[src/rtl/lcd_raster_timer.sv]
module lcd_raster_timer #(
  parameter int DIV_W    = 8,
  parameter int HFIELD_W = 10,
  parameter int PPL_W    = 7,
  parameter int VSYNC_W  = 6,
  parameter int VPORCH_W = 8,
  parameter int LPP_W    = 11
) (
  input  logic                clk,
  input  logic                rst_n,
  input  logic                raster_en,
  input  logic [DIV_W-1:0]    clk_div,
  input  logic [HFIELD_W-1:0] hs_width_m1,
  input  logic [HFIELD_W-1:0] hback_m1,
  input  logic [PPL_W-1:0]    hact16_m1,
  input  logic [HFIELD_W-1:0] hfront_m1,
  input  logic [VSYNC_W-1:0]  vs_width_m1,
  input  logic [VPORCH_W-1:0] vback,
  input  logic [LPP_W-2:0]    lines_m1_lo,
  input  logic                lines_m1_msb,
  input  logic [VPORCH_W-1:0] vfront,
  input  logic                inv_hs,
  input  logic                inv_vs,
  input  logic                inv_pclk,
  output logic                pclk_out,
  output logic                pix_ce,
  output logic                hsync,
  output logic                vsync,
  output logic                de,
  output logic [PPL_W+3:0]    px_x,
  output logic [LPP_W-1:0]    px_y,
  output logic                frame_end,
  output logic                frame_done
);

  localparam int HC_W = $clog2(3 * (2 ** HFIELD_W) + 16 * (2 ** PPL_W) + 1);
  localparam int VC_W = $clog2((2 ** VSYNC_W) + 2 * (2 ** VPORCH_W) + (2 ** LPP_W) + 1);
  localparam int XW   = PPL_W + 4;
  localparam int YW   = LPP_W;
  localparam logic [HC_W-1:0]  H1 = HC_W'(1);
  localparam logic [VC_W-1:0]  V1 = VC_W'(1);
  localparam logic [DIV_W-1:0] D1 = DIV_W'(1);
  localparam logic [DIV_W-1:0] D2 = DIV_W'(2);

  logic             run, vs_q;
  logic [DIV_W-1:0] dcnt, d_s;
  logic [HC_W-1:0]  hcnt, hsw_s, hbp_s, act_s, hfp_s;
  logic [VC_W-1:0]  vcnt, vsw_s, vbp_s, lin_s, vfp_s;

  logic [HC_W-1:0] h_beg, h_fin, h_tot;
  logic [VC_W-1:0] v_beg, v_fin, v_tot;
  logic            h_last, v_last, f_last, load, h_act, v_act;

  assign h_beg = hsw_s + hbp_s;
  assign h_fin = h_beg + act_s;
  assign h_tot = h_fin + hfp_s;
  assign v_beg = vsw_s + vbp_s;
  assign v_fin = v_beg + lin_s;
  assign v_tot = v_fin + vfp_s;

  assign pix_ce = run && (dcnt == d_s - D1);
  assign h_last = hcnt == h_tot - H1;
  assign v_last = vcnt == v_tot - V1;
  assign f_last = pix_ce && h_last && v_last;
  assign load   = raster_en && (!run || f_last);

  assign h_act = (hcnt >= h_beg) && (hcnt < h_fin);
  assign v_act = (vcnt >= v_beg) && (vcnt < v_fin);
  assign de    = run && h_act && v_act;
  assign px_x  = de ? XW'(hcnt - h_beg) : '0;
  assign px_y  = de ? YW'(vcnt - v_beg) : '0;

  assign hsync    = (run && (hcnt < hsw_s)) ^ inv_hs;
  assign vsync    = vs_q ^ inv_vs;
  assign pclk_out = (run && (dcnt >= (d_s >> 1))) ^ inv_pclk;

  always_ff @(posedge clk or negedge rst_n) begin
    if (!rst_n) begin
      d_s   <= D2;
      hsw_s <= H1;
      hbp_s <= H1;
      act_s <= HC_W'(16);
      hfp_s <= H1;
      vsw_s <= V1;
      vbp_s <= '0;
      lin_s <= V1;
      vfp_s <= '0;
    end else if (load) begin
      d_s   <= (clk_div < D2) ? D2 : clk_div;
      hsw_s <= HC_W'(hs_width_m1) + H1;
      hbp_s <= HC_W'(hback_m1) + H1;
      act_s <= HC_W'({hact16_m1, 4'b0000}) + HC_W'(16);
      hfp_s <= HC_W'(hfront_m1) + H1;
      vsw_s <= VC_W'(vs_width_m1) + V1;
      vbp_s <= VC_W'(vback);
      lin_s <= VC_W'({lines_m1_msb, lines_m1_lo}) + V1;
      vfp_s <= VC_W'(vfront);
    end
  end

  always_ff @(posedge clk or negedge rst_n) begin
    if (!rst_n) begin
      run        <= 1'b0;
      dcnt       <= '0;
      hcnt       <= '0;
      vcnt       <= '0;
      vs_q       <= 1'b0;
      frame_end  <= 1'b0;
      frame_done <= 1'b0;
    end else begin
      frame_end  <= f_last;
      frame_done <= f_last && !raster_en;
      if (!run) begin
        if (raster_en) begin
          run  <= 1'b1;
          dcnt <= '0;
          hcnt <= '0;
          vcnt <= '0;
          vs_q <= 1'b0;
        end
      end else begin
        dcnt <= pix_ce ? '0 : dcnt + D1;
        if (pix_ce) begin
          if (hcnt == hsw_s - H1)
            vs_q <= vcnt < vsw_s;
          if (h_last) begin
            hcnt <= '0;
            vcnt <= v_last ? '0 : vcnt + V1;
            if (v_last && !raster_en)
              run <= 1'b0;
          end else begin
            hcnt <= hcnt + H1;
          end
        end
      end
    end
  end

endmodule

[config.mk]
export PLATFORM = sky130hd
export DESIGN_NAME = lcd_raster_timer
export DESIGN_NICKNAME = d
export VERILOG_FILES = /design/src/rtl/lcd_raster_timer.sv
export SDC_FILE = /design/constraint.sdc
export NUM_CORES = 1
export LEC_CHECK = 0
export CORE_MARGIN = 2
export CORE_UTILIZATION = 60
export CTS_CLUSTER_SIZE = 28
export DETAILED_ROUTE_END_ITERATION = 8
export GPL_TIMING_DRIVEN = 0
export PLACE_DENSITY = 0.86
export SLEW_MARGIN = 20
export SYNTH_ARGS = -nofsm -noshare
export SYNTH_HDL_FRONTEND = slang
export SYNTH_SLANG_ARGS = --single-unit
[constraint.sdc]
create_clock -name clk -period 10 [get_ports clk]
set_input_delay 3 -clock clk [delete_from_list [all_inputs] [get_ports clk]]
set_output_delay 3 -clock clk [all_outputs]
set_load 0.005 [all_outputs]
-- Word level (Yosys, flattened, before mapping)
Index checks and enable logic that the tools add are counted.
- output and inout port bits: 29
- bits in registers: 137
- logic and storage cells: 98
- input port bits: 84
- add/sub/neg operators: 21
- mux-type cells: 24
- equality and inequality tests: 7
- reduce and logical (&&, ||, !) cells: 19
- magnitude comparators: 8
- bitwise operators: 3
- operators with widths (cell ; number):
    12-bit two-way mux ; 5
    13-bit two-way mux ; 4
    13-bit adder ; 3
    10-bit by 1-bit adder with 11-bit output, second input constant ; 3
    8-bit two-way mux ; 4
    13-bit == test ; 2
    13-bit < comparator ; 2
    13-bit by 1-bit subtractor with 13-bit output, second input constant ; 2
    12-bit by 8-bit adder with 12-bit output ; 2
    12-bit < comparator ; 2
    11-bit two-way mux ; 2
    11-bit subtractor ; 2
    13-bit by 1-bit adder with 13-bit output, second input constant ; 1
    13-bit greater-or-equal comparator ; 1
    11-bit by 1-bit adder with 12-bit output, second input constant ; 1
    11-bit by 5-bit adder with 12-bit output, second input constant ; 1
    12-bit by 1-bit adder with 12-bit output, second input constant ; 1
    12-bit adder ; 1
    12-bit == test ; 1
    12-bit greater-or-equal comparator ; 1
    1-bit logical AND ; 12
    12-bit by 1-bit subtractor with 12-bit output, second input constant ; 1
    1-bit two-way mux ; 9
    8-bit by 1-bit adder with 8-bit output, second input constant ; 1
    other kinds (13) ; 18

-- Depth between registers and ports, before layout
- depth after elaboration: 10
- mapped depth: 31
- gate-level depth less buffers: 29

-- Least setup slack after synthesis
Ideal clock, no wire load.
- kind: reg2out
- from: reg hsw_s[0]
- to: out px_x[4]
- path buffers: 1
- data arrival time: 5307 ps
- path slack: 1693 ps
- cell stages (with the launch flop): 27
- required time: 7000 ps
- cells stage by stage: dfstp_2 ha_1 inv_1 fa_1 nor2b_1 o21ai_1 a21boi_0 o21ai_0 a21boi_1 o21ai_0 a21boi_1 mux2_2 or2_1 ha_1 o21a_1 o31ai_1 a31oi_1 nor2_1 xnor2_1 ha_1 a21o_1 a22oi_1 nand4_1 a41oi_1 o2111ai_1 clkbuf_1 nor4_1
- word-level cells in the longest chain between the ends: 7
- elaborated cells between the ends (all ways): 9
- classes of those cells: 3 x add/sub; 2 x order compare; 1 x mux; 3 x reduce/logical
- RTL lines (what ; line ; RTL):
    start: declaration ; 47 ; logic [HC_W-1:0] hcnt, hsw_s, hbp_s, act_s, hfp_s;
    start signal: assignment ; 90 ; hsw_s <= HC_W'(hs_width_m1) + H1;
    13-bit adder * ; 54 ; assign h_beg = hsw_s + hbp_s;
    13-bit adder ; 55 ; assign h_fin = h_beg + act_s;
    13-bit < comparator ; 67 ; assign h_act = (hcnt >= h_beg) && (hcnt < h_fin);
    1-bit logical AND ; 67 ;
    1-bit logical AND (2 in series) ; 69 ; assign de = run && h_act && v_act;
    11-bit two-way mux * ; 70 ; assign px_x = de ? XW'(hcnt - h_beg) : '0;
    end: declaration ; 30 ; output logic [PPL_W+3:0] px_x,
Mark *: on every way between the ends. The rest lies on a longest branch, timed or not.

-- Final worst setup path
- from: reg hsw_s[0]
- to: out px_x[8]
The elaborated chain is that of the path after synthesis.

==> results.json <==
{
  "routed_wl_mm": 34.0,
  "p_seq_share_pct": 16.6,
  "cts_sinks": 121,
  "synth_top_area_share_pct": 24.1,
  "hold_depth": 2,
  "path_clk_slew_ns": 0.06,
  "antenna_found_initial": 0,
  "viasPerCell": 6.25,
  "antenna_cells": 0,
  "synth_ff_type": "dfrtp_1",
  "hold_end": "act_s[4]",
  "nFillCells": 1370,
  "gr-total-overflow": 0,
  "drive_gt1_share_pct": 9.72,
  "combPwrFrac_pct": 65.6,
  "cpMostUsedCell": "ha_1",
  "rows": 51,
  "hold_start": "act_s[4]",
  "fin_worst_skew_ns": 0.0120,
  "r2r_start": "hsw_s[0]",
  "worst_slew_pin_slew_ns": 1.12,
  "yosys_register_bits": 121,
  "multi_input_comb_area_um2": 8220,
  "synth.distinct_cells": 84,
  "powerDensity_nw_per_um2": 265,
  "endpoint_kind": "primary output",
  "rsz0062_at_grt": "yes",
  "io_pins": 113,
  "place_hpwl_mm": 24.5,
  "die_area_um2": 20800,
  "path_class": "flop to primary output",
  "setup-violations-final": 0,
  "cp.arrival_ns": 6.99,
  "core-area_um2": 19400,
  "maxSlewViolCount": 0,
  "seqCellArea_um2": 3040,
  "htree_num_levels": 4,
  "first_pass_iters": 6,
  "avgSynthCellArea_um2": 8.89,
  "path_buf_inv": 3,
  "hold_ws_ns": 0.476,
  "peakVddDrop_mv": 0.175,
  "die_w_um": 144,
  "final_nets": 1709,
  "cts_max_path_buffers": 2,
  "synthCells": 1329,
  "relSlewSlack_pct": 25.1,
  "ys.warnings.count": 0,
  "max_freq_ghz": 0.100,
  "setup_slack_ns": 0.0125,
  "reg2regPathDepth": 29,
  "wl_per_cell_um": 19.5,
  "r2r_end": "vcnt[2]",
  "fin_crit_ns": 9.99,
  "worstHoldPathType": "flop to flop",
  "yosysSeqAreaShare_pct": 25.7,
  "area_growth_pct": 20.4,
  "netlist_area_um2": 11800,
  "drt_iter0_drc": 1111,
  "drv_cap": 0,
  "hold_violations": 0,
  "crit_fanout": 6,
  "hold_buffers": 0,
  "slowest_stage": "clkdlybuf4s50_1",
  "syn_nets": 1570,
  "crit_family": "compound AO/OA/AOI/OAI gates",
  "vias": 10900,
  "grt_pass1_vias": 10500,
  "internal_power_mw": 2.03,
  "grt_max_degree": 65,
  "cts_buffers": 17,
  "grt_pass1_wl_mm": 52.0,
  "clock_power_share_pct": 17.8,
  "yosysTopAreaCell": "dfrtp_1",
  "status": "complete, no violations",
  "die_h_um": 144,
  "dpl_worst_slack_ns": -0.0587,
  "rrSetupSlack_ns": 2.50,
  "switchingPower_mw": 1.74,
  "cpPeakStageDelay_ns": 0.56,
  "required_ns": 7.00,
  "antenna_left": 0,
  "startpoint_type": "flop",
  "yosys-top-cells-area": "dfrtp_1 (24%), ha_1 (16%), xnor2_1 (6.6%)",
  "power.leakage_nw": 6.99,
  "io_buffers": 112,
  "power.total_mw": 3.77,
  "gr-usage-all-layers_pct": 32.1,
  "min_period_over_period_pct": 99.9,
  "synth_edf_count": 0,
  "gp_congestion": 0.940,
  "tns_ns": 0,
  "clockRootBuffer": "clkbuf_16",
  "cts_tree": "built",
  "drc": 0,
  "synthArstFlopShare_pct": 100,
  "initial_utilization_pct": 60.9,
  "p_sw_share_pct": 46.2,
  "clock_latency_ns": 0.44
}
## worst max-delay path by stage
stage             start       to  cells past startpoint
6_report       hsw_s[0]  px_x[8]                     27
5_1_grt        hsw_s[0]  px_x[8]                     27
4_1_cts        hsw_s[0]  px_x[8]                     27
3_5_place_dp   hsw_s[0]  px_x[8]                     27
3_3_place_gp   hsw_s[0]  px_x[8]                     27
2_1_floorplan  hsw_s[0]  px_x[4]                     26
## cell type report
cell class | instances | share of cell area, %
clock inverter | 15 | 1.40
multi-input combinational | 1017 | 57.8
clock buffer | 17 | 2.99
tap | 265 | 2.33
timing repair buffer | 120 | 8.58
sequential | 121 | 21.3
inverter | 161 | 4.25
buffer | 30 | 1.30
## tightest hold or removal path: cells and delay by family (launching register included)
| family | cells | cell delay [ns] |
|---|---|---|
| DFF | 1 | 0.37 |
| buffers and inverters | 1 | 0.04 |
| muxes | 1 | 0.06 |
## power groups by stage
stage	clock network (mW)	registers, mW	logic, mW
floorplan	0	0.605	1.84
global placement	0	0.626	2.22
detailed placement	0	0.628	2.31
CTS	0.665	0.621	2.38
global route	0.689	0.631	2.75
finish	0.671	0.624	2.47
## cells in the mapped netlist (all sizes together) (8+ instances only)
cell and count:
xnor2 89, o21a 10, buf 13, mux2i 32, nor2 74, xor2 55, dfrtp 114, o31ai 8
nand4 22, and3 26, clkbuf 17, mux2 55, a21o 30, nor4 17, nand3 56, inv 161
a21oi 50, nand2b 11, nor2b 22, fa 8, nand2 68, o211ai 10, o21ai 74, ha 149
a31oi 12, nor3 39
## state kept, by name, summed over array words and instances, names as in the netlist
name,count
frame_done,1
frame_end,1
d_s,8
lin_s,12
dcnt,8
vcnt,12
vbp_s,8
hsw_s,11
hbp_s,11
hcnt,13
vs_q,1
hfp_s,11
act_s,8
run,1
vfp_s,8
vsw_s,7
## per-layer routing
metal,GRT usage [%],share of wire (%)
met5,0,0
met2,54.6,47
met3,4.77,7.6
met4,18.2,7.2
met1,38.8,38
## layout by cell type (no fill, tap or decap), types with 6 or more instances in the layout
cell             instances
mux2i_1                 32
a31oi_1                 12
nand2b_1                11
a21oi_1                 49
dfrtp_1                114
mux2_1                  13
and3_1                  26
nand3_1                 56
mux2_4                  41
nor4_1                  11
inv_1                  159
clkbuf_16               17
clkdlybuf4s50_1        104
o21bai_1                 6
nand4_1                 22
o21a_1                  10
o211ai_1                10
dfstp_2                  7
o21ai_0                 52
or3_1                    7
dlymetal6s2s_1           7
o21ai_1                 21
a21o_1                  30
ha_1                   149
fa_1                     8
xnor2_1                 89
buf_6                    7
nor3_2                  10
nand2_1                 68
nor2b_1                 22
nor2_1                  73
nor3b_1                  7
clkbuf_1                15
o31ai_1                  7
nor3_1                  26
xor2_1                  55
buf_4                   10
## metrics by stage
step,instances,area [um2],util (%)
floorplan,1329,11800,-
global placement,1706,13300,68.4
detailed placement,1707,13300,68.6
CTS,1742,14100,72.5
global route,1746,14200,73.3
finish,1746,14200,73.3
## cell families (layout without fill, tap and decap cells)
logic type / after synthesis / in the layout / synth area share, %
adder cells (fa/ha/maj): 158 / 158 / 17.2
AO/OA/AOI/OAI: 254 / 254 / 14.2
multiplexers: 87 / 87 / 9.25
buffers and inverters: 191 / 343 / 6.53
AND/OR/NAND/NOR: 373 / 373 / 16.2
XOR/XNOR: 145 / 145 / 10.9
flip-flops: 121 / 121 / 25.7
## timing repair
| action | in CTS | in global routing |
|---|---|---|
| gates cloned | 1 | 0 |
| buffers inserted | 2 | 4 |
| setup endpoints to repair | 23 | 23 |
| pin swaps | 3 | 4 |
| resized for setup | 23 | 28 |
Note: power is estimated with default switching activity, not from simulation.
